===== src/rtl/sled_pkg.sv =====
package sled_pkg;
    localparam int unsigned RD_W = 32;

    typedef enum logic [1:0] {
        SEL_DATA = 2'd0,
        SEL_DIV  = 2'd1,
        SEL_DLY  = 2'd2,
        SEL_MODE = 2'd3
    } sled_sel_e;
endpackage


===== src/rtl/sled_cfg.sv =====
module sled_cfg #(
    parameter int unsigned NBITS = 17,
    parameter int unsigned DIV_W = 2,
    parameter int unsigned DLY_W = 4
) (
    input  logic             clk,
    input  logic             rst_n,
    input  logic             wr_en,
    input  logic [1:0]       wr_sel,
    input  logic [NBITS-1:0] wr_data,
    input  logic [NBITS-1:0] pin_vec,
    input  logic             busy,
    output logic [DIV_W-1:0] div_sel,
    output logic [DLY_W-1:0] dly_raw,
    output logic             lsb_first,
    output logic             pwm_en,
    output logic [NBITS-1:0] last_vec,
    output logic             launch,
    output logic [NBITS-1:0] launch_vec,
    output logic             launch_lsb,
    output logic             abort
);
    import sled_pkg::*;

    typedef struct packed {
        logic [DIV_W-1:0] div;
        logic [DLY_W-1:0] dly;
        logic             lsb;
        logic             pwm;
        logic [NBITS-1:0] last;
    } cfg_t;

    cfg_t st_d, st_q;
    logic launch_d, abort_d;
    logic [NBITS-1:0] vec_d;

    always_comb begin
        st_d     = st_q;
        launch_d = 1'b0;
        abort_d  = 1'b0;
        vec_d    = st_q.last;
        if (wr_en) begin
            case (sled_sel_e'(wr_sel))
                SEL_DATA: if (!busy) begin
                    st_d.last = wr_data;
                    vec_d     = wr_data;
                    launch_d  = 1'b1;
                end
                SEL_DIV:  if (!busy) st_d.div = wr_data[DIV_W-1:0];
                SEL_DLY:  if (!busy) st_d.dly = wr_data[DLY_W-1:0];
                SEL_MODE: begin
                    if (busy) begin
                        if (st_q.pwm && !wr_data[1]) begin
                            st_d.pwm = 1'b0;
                            abort_d  = 1'b1;
                        end
                    end else begin
                        st_d.lsb = wr_data[0];
                        st_d.pwm = wr_data[1];
                    end
                end
                default: ;
            endcase
        end
        if (!launch_d && !busy && st_q.pwm && st_d.pwm && (pin_vec != st_q.last)) begin
            launch_d  = 1'b1;
            vec_d     = pin_vec;
            st_d.last = pin_vec;
        end
    end

    always_ff @(posedge clk or negedge rst_n) begin
        if (!rst_n) st_q <= '0;
        else        st_q <= st_d;
    end

    assign div_sel    = st_q.div;
    assign dly_raw    = st_q.dly;
    assign lsb_first  = st_q.lsb;
    assign pwm_en     = st_q.pwm;
    assign last_vec   = st_q.last;
    assign launch     = launch_d;
    assign launch_vec = vec_d;
    assign launch_lsb = st_d.lsb;
    assign abort      = abort_d;
endmodule


===== src/rtl/sled_serializer.sv =====
module sled_serializer #(
    parameter int unsigned NBITS = 17,
    parameter int unsigned DIV_W = 2,
    parameter int unsigned PH_W  = 5,
    parameter int unsigned DLY_W = 4
) (
    input  logic             clk,
    input  logic             rst_n,
    input  logic             launch,
    input  logic [NBITS-1:0] launch_vec,
    input  logic             launch_lsb,
    input  logic             abort,
    input  logic [DIV_W-1:0] div_sel,
    input  logic [DLY_W-1:0] dly_raw,
    output logic             busy,
    output logic [DLY_W-1:0] dly_eff,
    output logic             ser_clk,
    output logic             ser_data
);
    localparam int unsigned SLOT_W = PH_W + 1;
    localparam int unsigned CNT_W  = $clog2(NBITS);

    typedef struct packed {
        logic             busy;
        logic [PH_W-1:0]  ph;
        logic [CNT_W-1:0] cnt;
        logic [NBITS-1:0] sh;
        logic             lsb;
        logic             hold;
    } ser_t;

    ser_t st_d, st_q;
    logic [PH_W-1:0] slot_m1, half;
    logic            cur_bit;

    always_comb begin
        slot_m1 = PH_W'((SLOT_W'(4) << div_sel) - SLOT_W'(1));
        half    = PH_W'(SLOT_W'(2) << div_sel);
        dly_eff = (PH_W'(dly_raw) > (half - PH_W'(1))) ? DLY_W'(half - PH_W'(1)) : dly_raw;
        cur_bit = st_q.lsb ? st_q.sh[0] : st_q.sh[NBITS-1];
    end

    always_comb begin
        st_d = st_q;
        if (st_q.busy) begin
            if (abort) begin
                st_d.busy = 1'b0;
            end else if (st_q.ph == slot_m1) begin
                st_d.hold = cur_bit;
                st_d.sh   = st_q.lsb ? (st_q.sh >> 1) : (st_q.sh << 1);
                st_d.ph   = '0;
                if (st_q.cnt == CNT_W'(NBITS - 1)) st_d.busy = 1'b0;
                else                               st_d.cnt  = st_q.cnt + CNT_W'(1);
            end else begin
                st_d.ph = st_q.ph + PH_W'(1);
            end
        end else if (launch) begin
            st_d.busy = 1'b1;
            st_d.ph   = '0;
            st_d.cnt  = '0;
            st_d.sh   = launch_vec;
            st_d.lsb  = launch_lsb;
        end
    end

    always_ff @(posedge clk or negedge rst_n) begin
        if (!rst_n) st_q <= '0;
        else        st_q <= st_d;
    end

    assign busy     = st_q.busy;
    assign ser_clk  = st_q.busy && (st_q.ph >= half);
    assign ser_data = (st_q.busy && (st_q.ph >= PH_W'(dly_eff))) ? cur_bit : st_q.hold;
endmodule


===== src/rtl/sled_shift_engine.sv =====
module sled_shift_engine #(
    parameter int unsigned NBITS = 17,
    parameter int unsigned DIV_W = 2
) (
    input  logic             clk,
    input  logic             rst_n,
    input  logic [NBITS-1:0] pin_vec,
    input  logic             wr_en,
    input  logic [1:0]       wr_sel,
    input  logic [NBITS-1:0] wr_data,
    input  logic [1:0]       rd_sel,
    output logic [31:0]      rd_data,
    output logic             ser_clk,
    output logic             ser_data
);
    import sled_pkg::*;

    localparam int unsigned PH_W  = 2 + (2 ** DIV_W) - 1;
    localparam int unsigned DLY_W = PH_W - 1;

    logic [DIV_W-1:0] div_sel;
    logic [DLY_W-1:0] dly_raw, dly_eff;
    logic             lsb_first, pwm_en, busy;
    logic [NBITS-1:0] last_vec, launch_vec;
    logic             launch, launch_lsb, abort;

    sled_cfg #(.NBITS(NBITS), .DIV_W(DIV_W), .DLY_W(DLY_W)) u_cfg (
        .clk(clk), .rst_n(rst_n), .wr_en(wr_en), .wr_sel(wr_sel), .wr_data(wr_data),
        .pin_vec(pin_vec), .busy(busy), .div_sel(div_sel), .dly_raw(dly_raw),
        .lsb_first(lsb_first), .pwm_en(pwm_en), .last_vec(last_vec), .launch(launch),
        .launch_vec(launch_vec), .launch_lsb(launch_lsb), .abort(abort)
    );

    sled_serializer #(.NBITS(NBITS), .DIV_W(DIV_W), .PH_W(PH_W), .DLY_W(DLY_W)) u_ser (
        .clk(clk), .rst_n(rst_n), .launch(launch), .launch_vec(launch_vec),
        .launch_lsb(launch_lsb), .abort(abort), .div_sel(div_sel), .dly_raw(dly_raw),
        .busy(busy), .dly_eff(dly_eff), .ser_clk(ser_clk), .ser_data(ser_data)
    );

    always_comb begin
        rd_data = '0;
        case (sled_sel_e'(rd_sel))
            SEL_DATA: begin
                rd_data[NBITS-1:0] = last_vec;
                rd_data[RD_W-1]    = busy;
            end
            SEL_DIV:  rd_data[DIV_W-1:0] = div_sel;
            SEL_DLY:  rd_data[DLY_W-1:0] = dly_raw;
            SEL_MODE: rd_data[1:0]       = {pwm_en, lsb_first};
            default:  rd_data = '0;
        endcase
    end
endmodule


===== config.mk =====
export PLATFORM = sky130hd
export DESIGN_NAME = sled_shift_engine
export DESIGN_NICKNAME = d
export VERILOG_FILES = /design/src/rtl/sled_pkg.sv /design/src/rtl/sled_cfg.sv /design/src/rtl/sled_serializer.sv /design/src/rtl/sled_shift_engine.sv
export SDC_FILE = /design/constraint.sdc
export NUM_CORES = 1
export LEC_CHECK = 0
export BUFFER_PORTS_ARGS = -buffer_cell sky130_fd_sc_hd__buf_2
export CORE_MARGIN = 2
export CORE_UTILIZATION = 55
export CTS_BUF_LIST = sky130_fd_sc_hd__clkbuf_8
export CTS_CLUSTER_SIZE = 40
export DETAILED_ROUTE_END_ITERATION = 10
export GPL_TIMING_DRIVEN = 0
export PLACE_DENSITY = 0.9
export SYNTH_ARGS = -nofsm -noshare
export SYNTH_HDL_FRONTEND = slang
export SYNTH_SLANG_ARGS = --single-unit

===== constraint.sdc =====
create_clock -name clk -period 5 [get_ports clk]
set_input_delay 1 -clock clk [delete_from_list [all_inputs] [get_ports clk]]
set_output_delay 1 -clock clk [all_outputs]
set_load 0.02 [all_outputs]

==> out/qor.csv, run 1 <==
metric;value;unit
Worst-Margin Slew;1.25;ns
DR vias;3283;
Crit Reg-Reg Startpoint;u_cfg.last_vec[6]$_DFFE_PN0P_;
worst flop-to-flop path endpoint;u_ser.st_q[10]$_DFFE_PN0P_;
# rows;29;
Worst Skew;0.00963;ns
Setup Buffers After CTS;0;
post-CTS resize count;0;
1st-iter DRT viols;265;
area grow syn2layout;14.9;%
Die ar.;0.00726;mm^2
multi-input logic area;0.00204;mm^2
most frequent cells in the layout;buf_2, dfrtp_1, nand2_1;
CTS buffer count;5;
CTS sink cnt;55;
Critical Path Fanout Max;8;
largest net degree at the start of global routing;56;
area post-placement;0.00407;mm^2
# fillers;518;
Slew HR;16.7;%
critical path's top delay family;compound AO/OA/AOI/OAI gates;
Final Setup Violations;0;
Setup Crit Path Kind;flop to output pin;
Max Cap Viol;0;
cells after synthesis;391;
DRT antenna net count;0;
crit path DAT;3.60;ns
Hold EP;u_ser.st_q[0]$_DFFE_PN0P_;
CTS tree;yes;
initial antenna violation count;0;
clock slew seen by the registers of the worst setup and hold paths;0.10;ns
Hold Worst Slack;0.513;ns
Worst VDD drop;0.000381;V
fin crit share;92.0;%
CTS H-tree depth;2;
Reg area;0.00138;mm^2
nets;524;
Max stage delay on crit path;0.52;ns
Tot Pwr;2.54;mW
CP endpoint kind;output pin;
RePlAce Congestion;0.910;
worst-case clock buffer depth;2;
layout cell share with drive strength beyond 1;24.6;%
post-route cell area;0.00417;mm^2
R2R cell count;7;
HP Class;flop to flop;
worst hold path stage count;1;
R2R Setup Slk;2.73;ns
hold path startpoint;u_ser.st_q[0]$_DFFE_PN0P_;
GRT Resource Usage Total;27.1;%
vias in the first global route;3215;
Die Y;85.2;um
Clock Latency Late Sink;0.31;ns
Antenna Cells;0;
root buf cell;clkbuf_8;
EDFF count, synth;0;
Residual DRC;0;
RSZ-0062 raised after global routing;false;
Yosys reg bits;55;
Final Max Slew Viols;0;
Final Hold Vio Count;0;
Ys Warns;0;
Ports;75;
Netlist cell types;47;
Syn Area/Cell;9.28;um^2
hold buffer count at CTS;0;
Static Leakage;1.88;nW
Cell Area, Synth;0.00363;mm^2
Starting Density;57.1;%
HPWL Detailed;7000;um
Synth Flop Type;dfrtp_1;
Final min period;4.60;ns
I/O Buffers;59;
setup tns final;0;ns
post-DR wirelength/cell;17.5;um
fraction of the yosys area taken by sequential cells;37.9;%
Slowest cell on crit path;dfrtp_1;
crit-path cells;inv_1, ha_1, a31o_2, a21o_1, or2_2, ha_1, nand2b_1, a21o_1, a21oi_1, nor2b_1, o31ai_1, mux2_2, buf_2;
PwrDens;609;mW/mm^2
critical path buffer and inverter count;2;
Post-Route WL;9590;um
Core Region;0.00635;mm^2
Fmax achieved;0.217;GHz
Remaining Overflow, GRT;0;
Post-synth ARST share;100;%
DR pass1 iterations;7;
run status;finished, final reports clean;
DR vias/cell;5.99;
Final Core Density;65.7;%
chip width;85.2;um
most common cell after layout, fill and taps aside;buf_2;
CP required;4.00;ns
global-route wire length before repair;15600;um
type of origin of the critical path;flop;
-- flip-flops by register name, indices dropped and copies added, names as in the netlist --
| signal | count |
|---|---|
| u_cfg.div_sel | 2 |
| u_cfg.dly_raw | 4 |
| u_cfg.last_vec | 17 |
| u_cfg.lsb_first | 1 |
| u_cfg.pwm_en | 1 |
| u_ser.busy | 1 |
| u_ser.st_q | 29 |
-- where the power goes --
group	internal [mW]	switching, mW
Clock	0.125	0.144
Sequential	0.666	0.218
Combinational	0.626	0.762
Total	1.42	1.12
-- area by class of cell --
cell class / count / share of cell area, %
flip-flops and latches: 55 / 33.0
clock inverters: 1 / 0.0900
well taps: 77 / 2.31
multi-input cells: 300 / 49.0
clock buffers: 7 / 2.31
inverters: 14 / 1.26
repair buffers: 59 / 7.08
plain buffers: 35 / 4.92
-- stage by stage --
| stage | instances | setup WS, ns |
|---|---|---|
| after global placement | 540 | 0.864 |
| after global routing | 548 | 0.268 |
| final | 548 | 0.401 |
| after CTS | 548 | 0.448 |
| after detailed placement | 540 | 0.818 |
| after floorplan | 404 | 1.20 |
-- synthesized netlist by cell type, types with 4 or more instances --
master,number,share of area (%)
dfrtp_1,55,38
nand2_1,50,5.2
o21ai_0,32,4.4
mux2i_1,24,6.6
nor2_1,22,2.3
mux2_2,18,5.6
xnor2_1,18,4.3
nand3_1,16,2.2
and2_1,14,2.4
buf_4,14,2.9
clkbuf_1,14,1.4
inv_1,14,1.4
ha_1,13,4.5
a21oi_1,12,1.7
a222oi_1,8,2.2
o2111ai_1,7,1.7
nor3_1,6,0.83
buf_2,5,0.69
nand4_1,5,0.86
nand2b_1,4,0.69
-- metal layers --
metal / vias up / GRT usage [%] / part of all wire [%]
li1: 1515 / - / -
met3: 33 / 4.67 / 9.7
met4: 0 / 9.38 / 2.6
met1: 1534 / 35.9 / 40
met2: 201 / 45.0 / 48
met5: - / 0 / 0
-- how the worst max path moves through the flow --
stage                                 start        to  slack (ns)  cells past startpoint
3_3_place_gp   u_cfg.div_sel[1]$_DFFE_PN0P_  ser_data        0.86                     13
2_1_floorplan  u_cfg.div_sel[1]$_DFFE_PN0P_  ser_data        1.20                     12
4_1_cts        u_cfg.div_sel[1]$_DFFE_PN0P_  ser_data        0.45                     13
5_1_grt        u_cfg.div_sel[1]$_DFFE_PN0P_  ser_data        0.27                     13
6_report       u_cfg.div_sel[1]$_DFFE_PN0P_  ser_data        0.40                     13
3_5_place_dp   u_cfg.div_sel[1]$_DFFE_PN0P_  ser_data        0.82                     13
-- logic make-up after synthesis --
kind of cell | Yosys count | synth area share, %
other cells | 1 | 0.103
compound gates | 78 | 14.3
mux | 44 | 13.4
simple gates | 130 | 17.6
buf+inv | 49 | 7.10
xor+xnor | 21 | 5.07
fa+ha+maj | 13 | 4.48
flops | 55 | 37.9
No activity file was read; power rests on OpenSTA's default activity.
==> inputs of run 2 (changes only) <==
--- a/config.mk
+++ b/config.mk
@@ -5,14 +5,15 @@
 export SDC_FILE = /design/constraint.sdc
 export NUM_CORES = 1
 export LEC_CHECK = 0
+export ABC_CLOCK_PERIOD_IN_PS = 5000
 export BUFFER_PORTS_ARGS = -buffer_cell sky130_fd_sc_hd__buf_2
 export CORE_MARGIN = 2
-export CORE_UTILIZATION = 55
+export CORE_UTILIZATION = 39
 export CTS_BUF_LIST = sky130_fd_sc_hd__clkbuf_8
 export CTS_CLUSTER_SIZE = 40
 export DETAILED_ROUTE_END_ITERATION = 10
 export GPL_TIMING_DRIVEN = 0
-export PLACE_DENSITY = 0.9
+export PLACE_DENSITY = 0.7
 export SYNTH_ARGS = -nofsm -noshare
 export SYNTH_HDL_FRONTEND = slang
 export SYNTH_SLANG_ARGS = --single-unit
==> out/qor.csv, run 2 (same netlist as run 1, synthesis figures left out) <==
metric;value;unit;change
run status;finished, final reports clean;;
Die Y;100;um;+18%
Ports;75;;unchanged
CTS sink cnt;55;;unchanged
CTS tree;yes;;
nets;524;;unchanged
Setup Crit Path Kind;flop to output pin;;
Remaining Overflow, GRT;0;;unchanged
max FFs per register;29;;unchanged
clock slew seen by the registers of the worst setup and hold paths;0.10;ns;about the same
most common cell after layout, fill and taps aside;buf_2;;
GRT Resource Usage Total;19.6;%;-7.4 points
Starting Density;39.6;%;-17 points
HP Class;flop to flop;;
Tot Pwr;2.52;mW;-0.94%
Worst-Margin Slew;0.742;ns;-0.508 ns
hold buffer count at CTS;0;;unchanged
Crit Reg-Reg Startpoint;u_cfg.last_vec[11]$_DFFE_PN0P_;;
Slowest cell on crit path;dfrtp_1;;
Die ar.;0.0101;mm^2;+39%
fin crit share;90.6;%;-1.4 points
root buf cell;clkbuf_8;;
HPWL Detailed;7250;um;+3.5%
RSZ-0062 raised after global routing;false;;
setup tns final;0;ns;unchanged
R2R Setup Slk;2.73;ns;about the same
Largest Register;u_ser.st_q;;
Max stage delay on crit path;0.50;ns;-0.02 ns
DR pass1 iterations;6;;-1
vias in the first global route;3077;;-4.3%
post-DR wirelength/cell;16.6;um;-5.4%
worst flop-to-flop path endpoint;u_ser.st_q[17]$_DFFE_PN0P_;;
Clock Latency Late Sink;0.32;ns;about the same
post-CTS resize count;0;;unchanged
DRT antenna net count;0;;unchanged
Final min period;4.53;ns;-0.0690 ns
Final Max Slew Viols;0;;unchanged
type of origin of the critical path;flop;;
Static Leakage;1.87;nW;-0.23%
global-route wire length before repair;15500;um;-0.62%
worst-case clock buffer depth;2;;unchanged
crit-path cells;inv_1, ha_1, a31o_2, a21o_1, or2_2, ha_1, nand2b_1, a21o_1, a21oi_1, nor2b_1, o31ai_1, mux2_2, buf_2;;
Final Hold Vio Count;0;;unchanged
most frequent cells in the layout;buf_2, dfrtp_1, nand2_1;;
CP endpoint kind;output pin;;
Antenna Cells;0;;unchanged
hold path startpoint;u_ser.st_q[0]$_DFFE_PN0P_;;
Fmax achieved;0.221;GHz;+1.5%
crit path DAT;3.53;ns;-0.07 ns
CTS buffer count;5;;unchanged
CTS H-tree depth;2;;unchanged
Residual DRC;0;;unchanged
chip width;100;um;+18%
layout cell share with drive strength beyond 1;24.8;%;+0.21 points
largest net degree at the start of global routing;56;;unchanged
Slew HR;50.6;%;+34 points
Final Setup Violations;0;;unchanged
Critical Path Fanout Max;8;;unchanged
DR vias/cell;5.46;;-8.9%
DR vias;3177;;-3.2%
RePlAce Congestion;0.910;;about the same
Setup Buffers After CTS;0;;unchanged
Core Region;0.00915;mm^2;+44%
PwrDens;597;mW/mm^2;-2.1%
initial antenna violation count;0;;unchanged
Post-Route WL;9630;um;+0.46%
worst hold path stage count;1;;unchanged
# fillers;882;;+70%
Hold EP;u_ser.st_q[0]$_DFFE_PN0P_;;
Max Cap Viol;0;;unchanged
I/O Buffers;59;;unchanged
CP required;4.00;ns;about the same
1st-iter DRT viols;301;;+14%
Worst VDD drop;0.000206;V;-46%
R2R cell count;7;;unchanged
Worst Skew;0.0182;ns;+0.00856 ns
# rows;35;;+21%
area grow syn2layout;16.2;%;
run 2: cell types whose count changed in the layout (fill, tap and decap cells not counted):
cell        before  now
buf_4           14   15
buf_2           64   63
inv_1           15   14
clkinvlp_4       0    1
run 2: per-layer routing:
layer | share of wire [%] | GRT usage, %
met1 | 44 | 27.2
met2 | 47 | 31.8
met3 | 7.5 | 3.26
met4 | 1.7 | 5.80
met5 | 0 | 0
run 2: report_power, final:
part           leakage [nW]  switching [mW]  internal, mW
Combinational          1.17           0.739         0.620
Sequential            0.656           0.209         0.665
Clock                0.0505           0.157         0.127
run 2: worst max-delay path by stage:
stage	startpoint	end	slack, ns	cells past startpoint
after floorplan	u_cfg.div_sel[1]$_DFFE_PN0P_	ser_data	1.20	12
after global placement	u_cfg.div_sel[1]$_DFFE_PN0P_	ser_data	0.84	13
after detailed placement	u_cfg.div_sel[1]$_DFFE_PN0P_	ser_data	0.83	13
after CTS	u_cfg.div_sel[1]$_DFFE_PN0P_	ser_data	0.46	13
after global routing	u_cfg.div_sel[1]$_DFFE_PN0P_	ser_data	0.31	13
final	u_cfg.div_sel[1]$_DFFE_PN0P_	ser_data	0.47	13
run 2: final cells by class:
class	instances	area, um^2	share of cell area (%)
plain buffers	35	205	4.87
inverters	14	52.6	1.25
flip-flops and latches	55	1380	32.6
clock inverters	1	7.51	0.178
well taps	111	139	3.29
clock buffers	7	96.3	2.28
repair buffers	59	298	7.06
multi-input cells	300	2040	48.4
run 2: through the flow:
| stage | worst slack [ns] | utilization [%] | cells | hold slack [ns] | cell area (um^2) |
|---|---|---|---|---|---|
| after floorplan | 1.20 | - | 404 | 0.474 | 3680 |
| after global placement | 0.844 | 44.9 | 574 | 0.485 | 4110 |
| after CTS | 0.461 | 46.1 | 582 | 0.516 | 4220 |
| after detailed placement | 0.825 | 44.9 | 574 | 0.492 | 4110 |
| after global routing | 0.308 | 46.1 | 582 | 0.542 | 4220 |
| final | 0.470 | 46.1 | 582 | 0.514 | 4220 |
run 2: worst max-delay path, delay by kind of cell, from the launching register on:
family,cells,cell delay (ns)
compound gates,5,1.01
fa+ha+maj,2,0.57
flops,1,0.50
simple gates,3,0.48
mux,1,0.38
buf+inv,2,0.28
